[src/rtl/sop4_pkg.sv]
package sop4_pkg;
  // bit0: data lane registers chained, bit1: coefficient lane registers chained
  typedef enum logic [1:0] {
    LD_BOTH_PAR   = 2'b00,
    LD_DATA_CHAIN = 2'b01,
    LD_COEF_CHAIN = 2'b10,
    LD_BOTH_CHAIN = 2'b11
  } ld_mode_e;
endpackage

[src/rtl/sop4_operand_line.sv]
module sop4_operand_line #(
  parameter int LANES = 4,
  parameter int W     = 18
) (
  input  logic               clk,
  input  logic               rst,
  input  logic               load,
  input  logic               chain,
  input  logic [W-1:0]       ser_in,
  input  logic [LANES*W-1:0] par_in,
  output logic [LANES*W-1:0] q,
  output logic [W-1:0]       casc_out
);
  logic [W-1:0] lane_q [LANES];

  for (genvar i = 0; i < LANES; i++) begin : g_lane
    logic [W-1:0] prev_v;
    if (i == 0) begin : g_head
      assign prev_v = ser_in;
    end else begin : g_body
      assign prev_v = lane_q[i-1];
    end

    always_ff @(posedge clk) begin
      if (rst) lane_q[i] <= '0;
      else if (load) lane_q[i] <= chain ? prev_v : par_in[i*W +: W];
    end

    assign q[i*W +: W] = lane_q[i];

    if (i > 0) begin : g_chk
      AST_CHAIN_STEP: assert property (@(posedge clk) disable iff (rst)
        (load && chain) |=> (lane_q[i] == $past(lane_q[i-1])));
    end
  end

  assign casc_out = lane_q[LANES-1];

  AST_IDLE_HOLD: assert property (@(posedge clk) disable iff (rst)
    !load |=> $stable(q));
endmodule

[src/rtl/sop4_mult_stage.sv]
module sop4_mult_stage #(
  parameter int LANES = 4,
  parameter int AW    = 18,
  parameter int BW    = 18,
  localparam int PW   = AW + BW
) (
  input  logic [LANES*AW-1:0] a_vec,
  input  logic [LANES*BW-1:0] b_vec,
  output logic [LANES*PW-1:0] prod_vec
);
  for (genvar i = 0; i < LANES; i++) begin : g_mul
    logic signed [AW-1:0] a_s;
    logic signed [BW-1:0] b_s;
    logic signed [PW-1:0] p_s;
    assign a_s = a_vec[i*AW +: AW];
    assign b_s = b_vec[i*BW +: BW];
    assign p_s = PW'(a_s) * PW'(b_s);
    assign prod_vec[i*PW +: PW] = p_s;
  end
endmodule

[src/rtl/sop4_adder_tree.sv]
module sop4_adder_tree #(
  parameter int LANES = 4,
  parameter int PW    = 36,
  localparam int NP   = LANES / 2,
  localparam int SW   = PW + $clog2(LANES)
) (
  input  logic [LANES*PW-1:0] prod_vec,
  output logic [SW-1:0]       sum
);
  logic signed [PW:0] pair_s [NP];

  // first level: neighbouring products
  for (genvar p = 0; p < NP; p++) begin : g_pair
    logic signed [PW-1:0] lo_s, hi_s;
    assign lo_s = prod_vec[(2*p)*PW +: PW];
    assign hi_s = prod_vec[(2*p+1)*PW +: PW];
    assign pair_s[p] = (PW+1)'(lo_s) + (PW+1)'(hi_s);
  end

  // second level: pair sums
  always_comb begin
    logic signed [SW-1:0] acc;
    acc = '0;
    for (int p = 0; p < NP; p++) acc = acc + SW'(pair_s[p]);
    sum = acc;
  end
endmodule

[src/rtl/sop4_slice.sv]
module sop4_slice
  import sop4_pkg::*;
#(
  parameter int AW      = 18,
  parameter int BW      = 18,
  parameter int LANES   = 4,
  parameter bit PIPE_EN = 1'b1,
  localparam int PW     = AW + BW,
  localparam int SW     = PW + $clog2(LANES)
) (
  input  logic               clk,
  input  logic               rst,
  input  logic [1:0]         mode,
  input  logic               in_valid,
  output logic               in_ready,
  input  logic [AW-1:0]      data_in,
  input  logic [BW-1:0]      coef_in,
  input  logic [LANES*AW-1:0] data_par,
  input  logic [LANES*BW-1:0] coef_par,
  output logic               out_valid,
  input  logic               out_ready,
  output logic [SW-1:0]      out_sum,
  output logic [AW-1:0]      data_casc,
  output logic [BW-1:0]      coef_casc
);
  ld_mode_e mode_e;
  logic adv, take, data_chain, coef_chain;
  logic v_in, src_v;
  logic [LANES*AW-1:0] a_vec;
  logic [LANES*BW-1:0] b_vec;
  logic [LANES*PW-1:0] prod_c, tree_in;
  logic [SW-1:0] tree_sum;

  assign mode_e     = ld_mode_e'(mode);
  assign data_chain = (mode_e == LD_DATA_CHAIN) || (mode_e == LD_BOTH_CHAIN);
  assign coef_chain = (mode_e == LD_COEF_CHAIN) || (mode_e == LD_BOTH_CHAIN);
  assign adv        = !out_valid || out_ready;
  assign in_ready   = adv;
  assign take       = in_valid && adv;

  sop4_operand_line #(.LANES(LANES), .W(AW)) u_data_line (
    .clk(clk), .rst(rst), .load(take), .chain(data_chain),
    .ser_in(data_in), .par_in(data_par), .q(a_vec), .casc_out(data_casc)
  );

  sop4_operand_line #(.LANES(LANES), .W(BW)) u_coef_line (
    .clk(clk), .rst(rst), .load(take), .chain(coef_chain),
    .ser_in(coef_in), .par_in(coef_par), .q(b_vec), .casc_out(coef_casc)
  );

  always_ff @(posedge clk) begin
    if (rst) v_in <= 1'b0;
    else if (adv) v_in <= in_valid;
  end

  sop4_mult_stage #(.LANES(LANES), .AW(AW), .BW(BW)) u_mult (
    .a_vec(a_vec), .b_vec(b_vec), .prod_vec(prod_c)
  );

  if (PIPE_EN) begin : g_pipe
    logic [LANES*PW-1:0] prod_r;
    logic v_pp;
    always_ff @(posedge clk) begin
      if (rst) begin
        prod_r <= '0;
        v_pp   <= 1'b0;
      end else if (adv) begin
        prod_r <= prod_c;
        v_pp   <= v_in;
      end
    end
    assign tree_in = prod_r;
    assign src_v   = v_pp;

    AST_PIPE_HOLD: assert property (@(posedge clk) disable iff (rst)
      !adv |=> $stable(prod_r));
  end else begin : g_direct
    assign tree_in = prod_c;
    assign src_v   = v_in;
  end

  sop4_adder_tree #(.LANES(LANES), .PW(PW)) u_tree (
    .prod_vec(tree_in), .sum(tree_sum)
  );

  always_ff @(posedge clk) begin
    if (rst) begin
      out_valid <= 1'b0;
      out_sum   <= '0;
    end else if (adv) begin
      out_valid <= src_v;
      if (src_v) out_sum <= tree_sum;
    end
  end

  AST_STALL_HOLD: assert property (@(posedge clk) disable iff (rst)
    (out_valid && !out_ready) |=> (out_valid && $stable(out_sum)));

  AST_STALL_NO_SHIFT: assert property (@(posedge clk) disable iff (rst)
    (out_valid && !out_ready) |=> ($stable(data_casc) && $stable(coef_casc)));
endmodule

[config.mk]
export PLATFORM = sky130hd
export DESIGN_NAME = sop4_slice
export DESIGN_NICKNAME = d
export VERILOG_FILES = /design/src/rtl/sop4_pkg.sv /design/src/rtl/sop4_operand_line.sv /design/src/rtl/sop4_mult_stage.sv /design/src/rtl/sop4_adder_tree.sv /design/src/rtl/sop4_slice.sv
export SDC_FILE = /design/constraint.sdc
export NUM_CORES = 2
export LEC_CHECK = 0
export BUFFER_PORTS_ARGS = -buffer_cell sky130_fd_sc_hd__buf_2
export CORE_MARGIN = 5
export CORE_UTILIZATION = 64
export CTS_BUF_LIST = sky130_fd_sc_hd__clkbuf_8
export DETAILED_ROUTE_END_ITERATION = 8
export GPL_TIMING_DRIVEN = 0
export PLACE_DENSITY = 0.82
export SETUP_SLACK_MARGIN = 0.3
export SLEW_MARGIN = 30
export SYNTH_ARGS = -nofsm -noshare
export SYNTH_HDL_FRONTEND = slang
export SYNTH_SLANG_ARGS = --single-unit
[constraint.sdc]
create_clock -name clk -period 7.68 [get_ports clk]
set_clock_uncertainty 0.1 [all_clocks]
set_input_delay 0 -clock clk [delete_from_list [all_inputs] [get_ports clk]]
set_output_delay 0 -clock clk [all_outputs]
set_load 0.01 [all_outputs]
### Word level (Yosys, flattened, before mapping)

Memories as Yosys holds them, arrays and structs flattened.
Index checks and enable logic that the tools add are counted.

* register bits: 185
* bits in writable memories: 144
* input port bits: 186
* output and inout port bits: 76
* word-level logic and storage cells: 52
* memories: 2

Memories
* u_coef_line.lane_q: words 4, bits a word 18, rd ports 4, clocked after Yosys merged registers in 0, write ports 4, line sop4_operand_line.sv:14 `logic [W-1:0] lane_q [LANES];`
* u_data_line.lane_q: words 4, bits a word 18, rd ports 4, clocked after Yosys merged registers in 0, write ports 4, line sop4_operand_line.sv:14

* add/subtract/negate cells: 3
* multiply operators: 4
* equal/unequal tests: 3
* multiplexer cells: 21
* bitwise operators: 8
* reductions and logical operators: 6

Operators by type and width (count)
* 2-to-1 mux 18 bit: 16
* multiplier 18 x 18 -> 36 bit: 4
* adder 36 x 36 -> 37 bit: 2
* adder 37 x 37 -> 38 bit: 1
* OR 1 bit: 8
* 2-to-1 mux 1 bit: 5
* == test 2 bit (second input constant): 2
* logical OR 1 bit: 3
* == test 2 x 1 -> 1 bit (second input constant): 1
* AND reduction 2 bit: 1
* logical AND 1 bit: 1
* zero test 1 bit: 1

### Logic depth before layout (Yosys ltp)

* depth after elaboration: 7
* gate-level depth with buffers: 27
* gate-level depth less buffers: 24

### Cells and area by module

From an unflattened synthesis, not the netlist that was laid out.

* cell total of the unflattened synthesis: 7198
* area, all modules: 65893.2 sq um

Modules (own cells, without submodules)
* sop4_mult_stage: instances 1, cells each 5329, area each 48180.0 sq um, seq. area each 0.0 sq um
* sop4_operand_line: instances 2, cells each 252, area each 3457.1 sq um, seq. area each 2162.1 sq um
* sop4_slice: instances 1, cells each 813, area each 6518.8 sq um, seq. area each 3703.6 sq um
* sop4_adder_tree: instances 1, cells each 552, area each 4280.4 sq um, seq. area each 0.0 sq um

### Worst setup path after synthesis

No wires, ideal clock.

* path type: register -> register
* start: mem u_data_line.lane_q[3][17]
* end: reg g_pipe.prod_r[142]
* setup time: 0.127 ns
* arrival: 6.276 ns
* required time: 7.453 ns
* setup slack: 1.177 ns
* cell stages (with the launch flop): 24
* buffers on the path: 1
* period minus slack after synthesis: 6.503 ns
* cell sequence: edfxtp_1 clkbuf_1 nand2_1 inv_1 fa_1 inv_1 fa_1 inv_1 ha_1 inv_1 fa_1 inv_1 fa_1 fa_1 ha_1 a21o_1 a21o_1 a21o_1 a2111o_1 a21o_1 and3_1 a31oi_1 nor3_1 or3_1

RTL lines
* from (decl): line sop4_operand_line.sv:14
* to (signal assigned): line sop4_slice.sv:68 `prod_r <= prod_c;`
* to (decl): line sop4_slice.sv:61 `logic [LANES*PW-1:0] prod_r;`

==> metrics.txt <==
CTS Buf Count 58; CTS tree yes; Vias per Instance between 5 and 6; Final Setup Violations 0; setup tns final 0 ns; yosys warns 0; Leak Pwr 36.4 nW; register area 8030 µm²; Psw 12.0 mW; #FFs+latches synth 329; Slew HR 0.250; vias post-DR 51.9k; largest net degree at the start of global routing 39; post-DP HPWL 166000 µm; Distinct cells, synth 101; drt first pass iters 6; syn_nets 8882; WP buf/inv 3; max cap viols 0; ANT nets after route 0; GRT overflow 0; # IOs 262; CP cell instances clkbuf_2 > and2_1 > fa_1 > fa_1 > ha_1 > fa_1 > inv_1 > fa_1 > fa_1 > inv_1 > ha_1 > o21ai_1 > o2bb2ai_1 > a211oi_1 > a2111o_1 > nand2_1 > nor4_1 > o31a_1 > o31ai_1 > o21ai_0; CP Capture Type register; Syn Std Cell Area about 65000 µm²; ys flop type dfxtp_1; Worst Hold Class in2reg; CP dominant cell by count fa_1; initial antenna violation count 8; Slew @ Worst Pin 1.12 ns; Rows 116; Critical-path top delay cell edfxtp_1; CP arrival 7.72 ns; Die Wd roughly 330 µm; root buffer cell clkbuf_8; number of port buffers 258; sequential area share after synthesis 0.124; crit path to g_pipe.prod_r[101]$_SDFFE_PP0N_; Critical R2R Launch u_data_line.lane_q[2][1]$_SDFFCE_PN0P_; crit-path max cell delay between 0.8 and 0.9 ns; mean cell area of the mapped netlist ~9.4 µm²; layout cell share with drive strength beyond 1 0.0929; Final Hold Viols 0; flop2flop setup slack 0.38 ns; Syn Inst Count a little under 7k; Layout Cells excl Fill approximately 8.8k; Initial Util 0.645; Placed Cells 8458; GRT Total Usage 0.396; hold_sp coef_par[50]; Final min period between 7 and 8 ns; fin. max-slew vios 0; critical path depth 20; RSZ-0062 raised after global routing false; DRT Wirelength 212000 µm; CP required 8.10 ns; TritonCTS Sinks around 330; Worst-path clk slew 0.06 ns; Crit Path Category reg2reg; worst-path maximum fanout 10; Top delay family on crit path adder cells; Die H 328 µm; die area 107000 µm²; CTS max path bufs 3; Clock Power Share 0.082; filler cell count 7361; core footprint ~100000 µm²; routed len/inst 24.1 µm; post-route clock period utilization 0.950; first-pass GRT wire length 321000 µm; Post-synth EDFFs 144; Gate power share 0.793; Place WS -0.347 ns; worst setup slack after layout 0.383 ns; Sequential Power Share 0.125; starting DRC count in detailed routing 5161; Async SR Flop Fraction 0; clk_lat worst skew between 0.7 and 0.8 ns; routability cong. 1.02; Sw Ratio 0.533; Layout area overhead 10.7%; multi-input logic area 49700 µm²; Power Internal 10.5 mW; Critical Path Start u_data_line.lane_q[2][1]$_SDFFCE_PN0P_; FMAX 137 MHz; Max H-tree Level 2; vias in the first global route 55.1k; power per cell area 314 nW/µm²; drc violations 0; maximum vdd drop 0.000336 V; startpoint class of the critical path register; Nets 9437; R2R Path End g_pipe.prod_r[101]$_SDFFE_PP0N_; status completed; FF-to-FF path depth 20
registers in the layout (all words and copies together) (netlist names):
register            count
v_in                    1
u_data_line.lane_q     72
u_coef_line.lane_q     72
g_pipe.v_pp             1
g_pipe.prod_r         144
out_sum                38
out_valid               1
metal layers:
layer	track usage	share of wire	up-vias
met2	0.628	0.46	3362
met3	0.113	0.12	757
li1	-	-	21852
met1	0.496	0.35	25947
met5	0	0.00018	-
met4	0.211	0.067	6
kinds of logic after synthesis:
logic type / count (synthesis) / share of synthesized area
AO/OA/AOI/OAI: 596 / 0.0612
multiplexers: 147 / 0.0228
buffers and inverters: 1848 / 0.110
XOR/XNOR: 143 / 0.0194
flip-flops: 329 / 0.124
AND/OR/NAND/NOR: 2037 / 0.153
adder cells (fa/ha/maj): 1798 / 0.510
metrics by stage:
stage | hold slack, ns | cell area, µm² | utilization | power [mW]
after CTS | 0.000617 | 70900 | 0.708 | 21.9
after floorplan | 0.0586 | 64600 | - | 14.8
after detailed placement | 0.219 | 67600 | 0.675 | 19.7
after global placement | 0.188 | 67500 | 0.674 | 19.4
after global routing | 0.0562 | 71500 | 0.714 | 24.3
final | 0.0448 | 71500 | 0.714 | 22.4
synthesized netlist by cell type, drive strengths merged (69+ instances only):
library cell  instances  share of area
a21o                 75         0.0088
inv                1490          0.087
ha                  409          0.079
nand2               835          0.049
edfxtp              144          0.067
o21ai                93         0.0074
dfxtp               185          0.057
and2                655          0.063
xnor2               104          0.014
buf                  69         0.0061
mux2i               147          0.023
clkbuf              289          0.017
fa                 1389           0.43
nor2                303          0.018
a21oi               226          0.018
timing repair:
action / in CTS / in global routing
pin swaps: 0 / 3
resized for setup: 97 / 234
hold buffers: 183 / 1
endpoints found under the setup margin: 39 / 42
hold endpoints to repair: 156 / 1
setup buffers: 5 / 43
placed cells by master (no fill, tap or decap), types with 33 or more instances in the layout:
cell           Yosys  layout
edfxtp_1         144     144
xor2_1            39      35
o21ai_0           71      71
and2_1           653     653
nand3_1           61      61
nor3_1            33      33
dlygate4sd3_1      0     184
buf_4             36      82
buf_2              2     276
dfxtp_1          185     185
nand2b_1          37      37
clkbuf_8           0      67
clkbuf_1         289     114
mux2i_1          147     147
a21o_1            73      73
xnor2_1          104     100
nand2_1          833     832
a211oi_1          43      41
fa_1            1389    1386
a21oi_1          222     221
inv_1           1490    1507
ha_1             409     404
nor2_1           303     303
clkbuf_2           0     158
final cells by class:
type,instances,share of cell area
tap,1298,0.0227
clock inverter,40,0.00479
antenna,6,0.000210
timing repair buffer,495,0.0504
clock buffer,66,0.0127
multi-input combinational,4721,0.694
sequential,329,0.112
buffer,358,0.0244
inverter,1490,0.0783
worst register-to-register path, delay by kind of cell (launching register included):
kind | cells | cell delay (ns)
AOI/OAI and AO/OA | 7 | 2.01
adders and majority gates | 7 | 3.02
buffers and inverters | 3 | 0.57
DFF | 1 | 0.84
and+or+nand+nor | 3 | 0.55
power by group through the flow:
stage | registers [mW] | logic [mW] | clock network [mW]
finish | 2.81 | 17.8 | 1.83
global placement | 2.84 | 16.5 | 0
global route | 2.83 | 19.6 | 1.89
CTS | 2.81 | 17.3 | 1.80
detailed placement | 2.84 | 16.9 | 0
floorplan | 2.58 | 12.2 | 0
worst min-delay path by stage:
stage / to / cells after the start / slack (ns)
final: u_coef_line.lane_q[2][14]$_SDFFCE_PN0P_ / 4 / 0.04
after detailed placement: u_coef_line.lane_q[0][10]$_SDFFCE_PN0P_ / 3 / 0.22
after global placement: v_in$_SDFFE_PP0N_ / 3 / 0.19
after floorplan: v_in$_SDFFE_PP0N_ / 2 / 0.06
after CTS: u_coef_line.lane_q[1][17]$_SDFFCE_PN0P_ / 3 / 0.0006
after global routing: u_data_line.lane_q[2][9]$_SDFFCE_PN0P_ / 4 / 0.06
(Power assumes the default switching activity.)
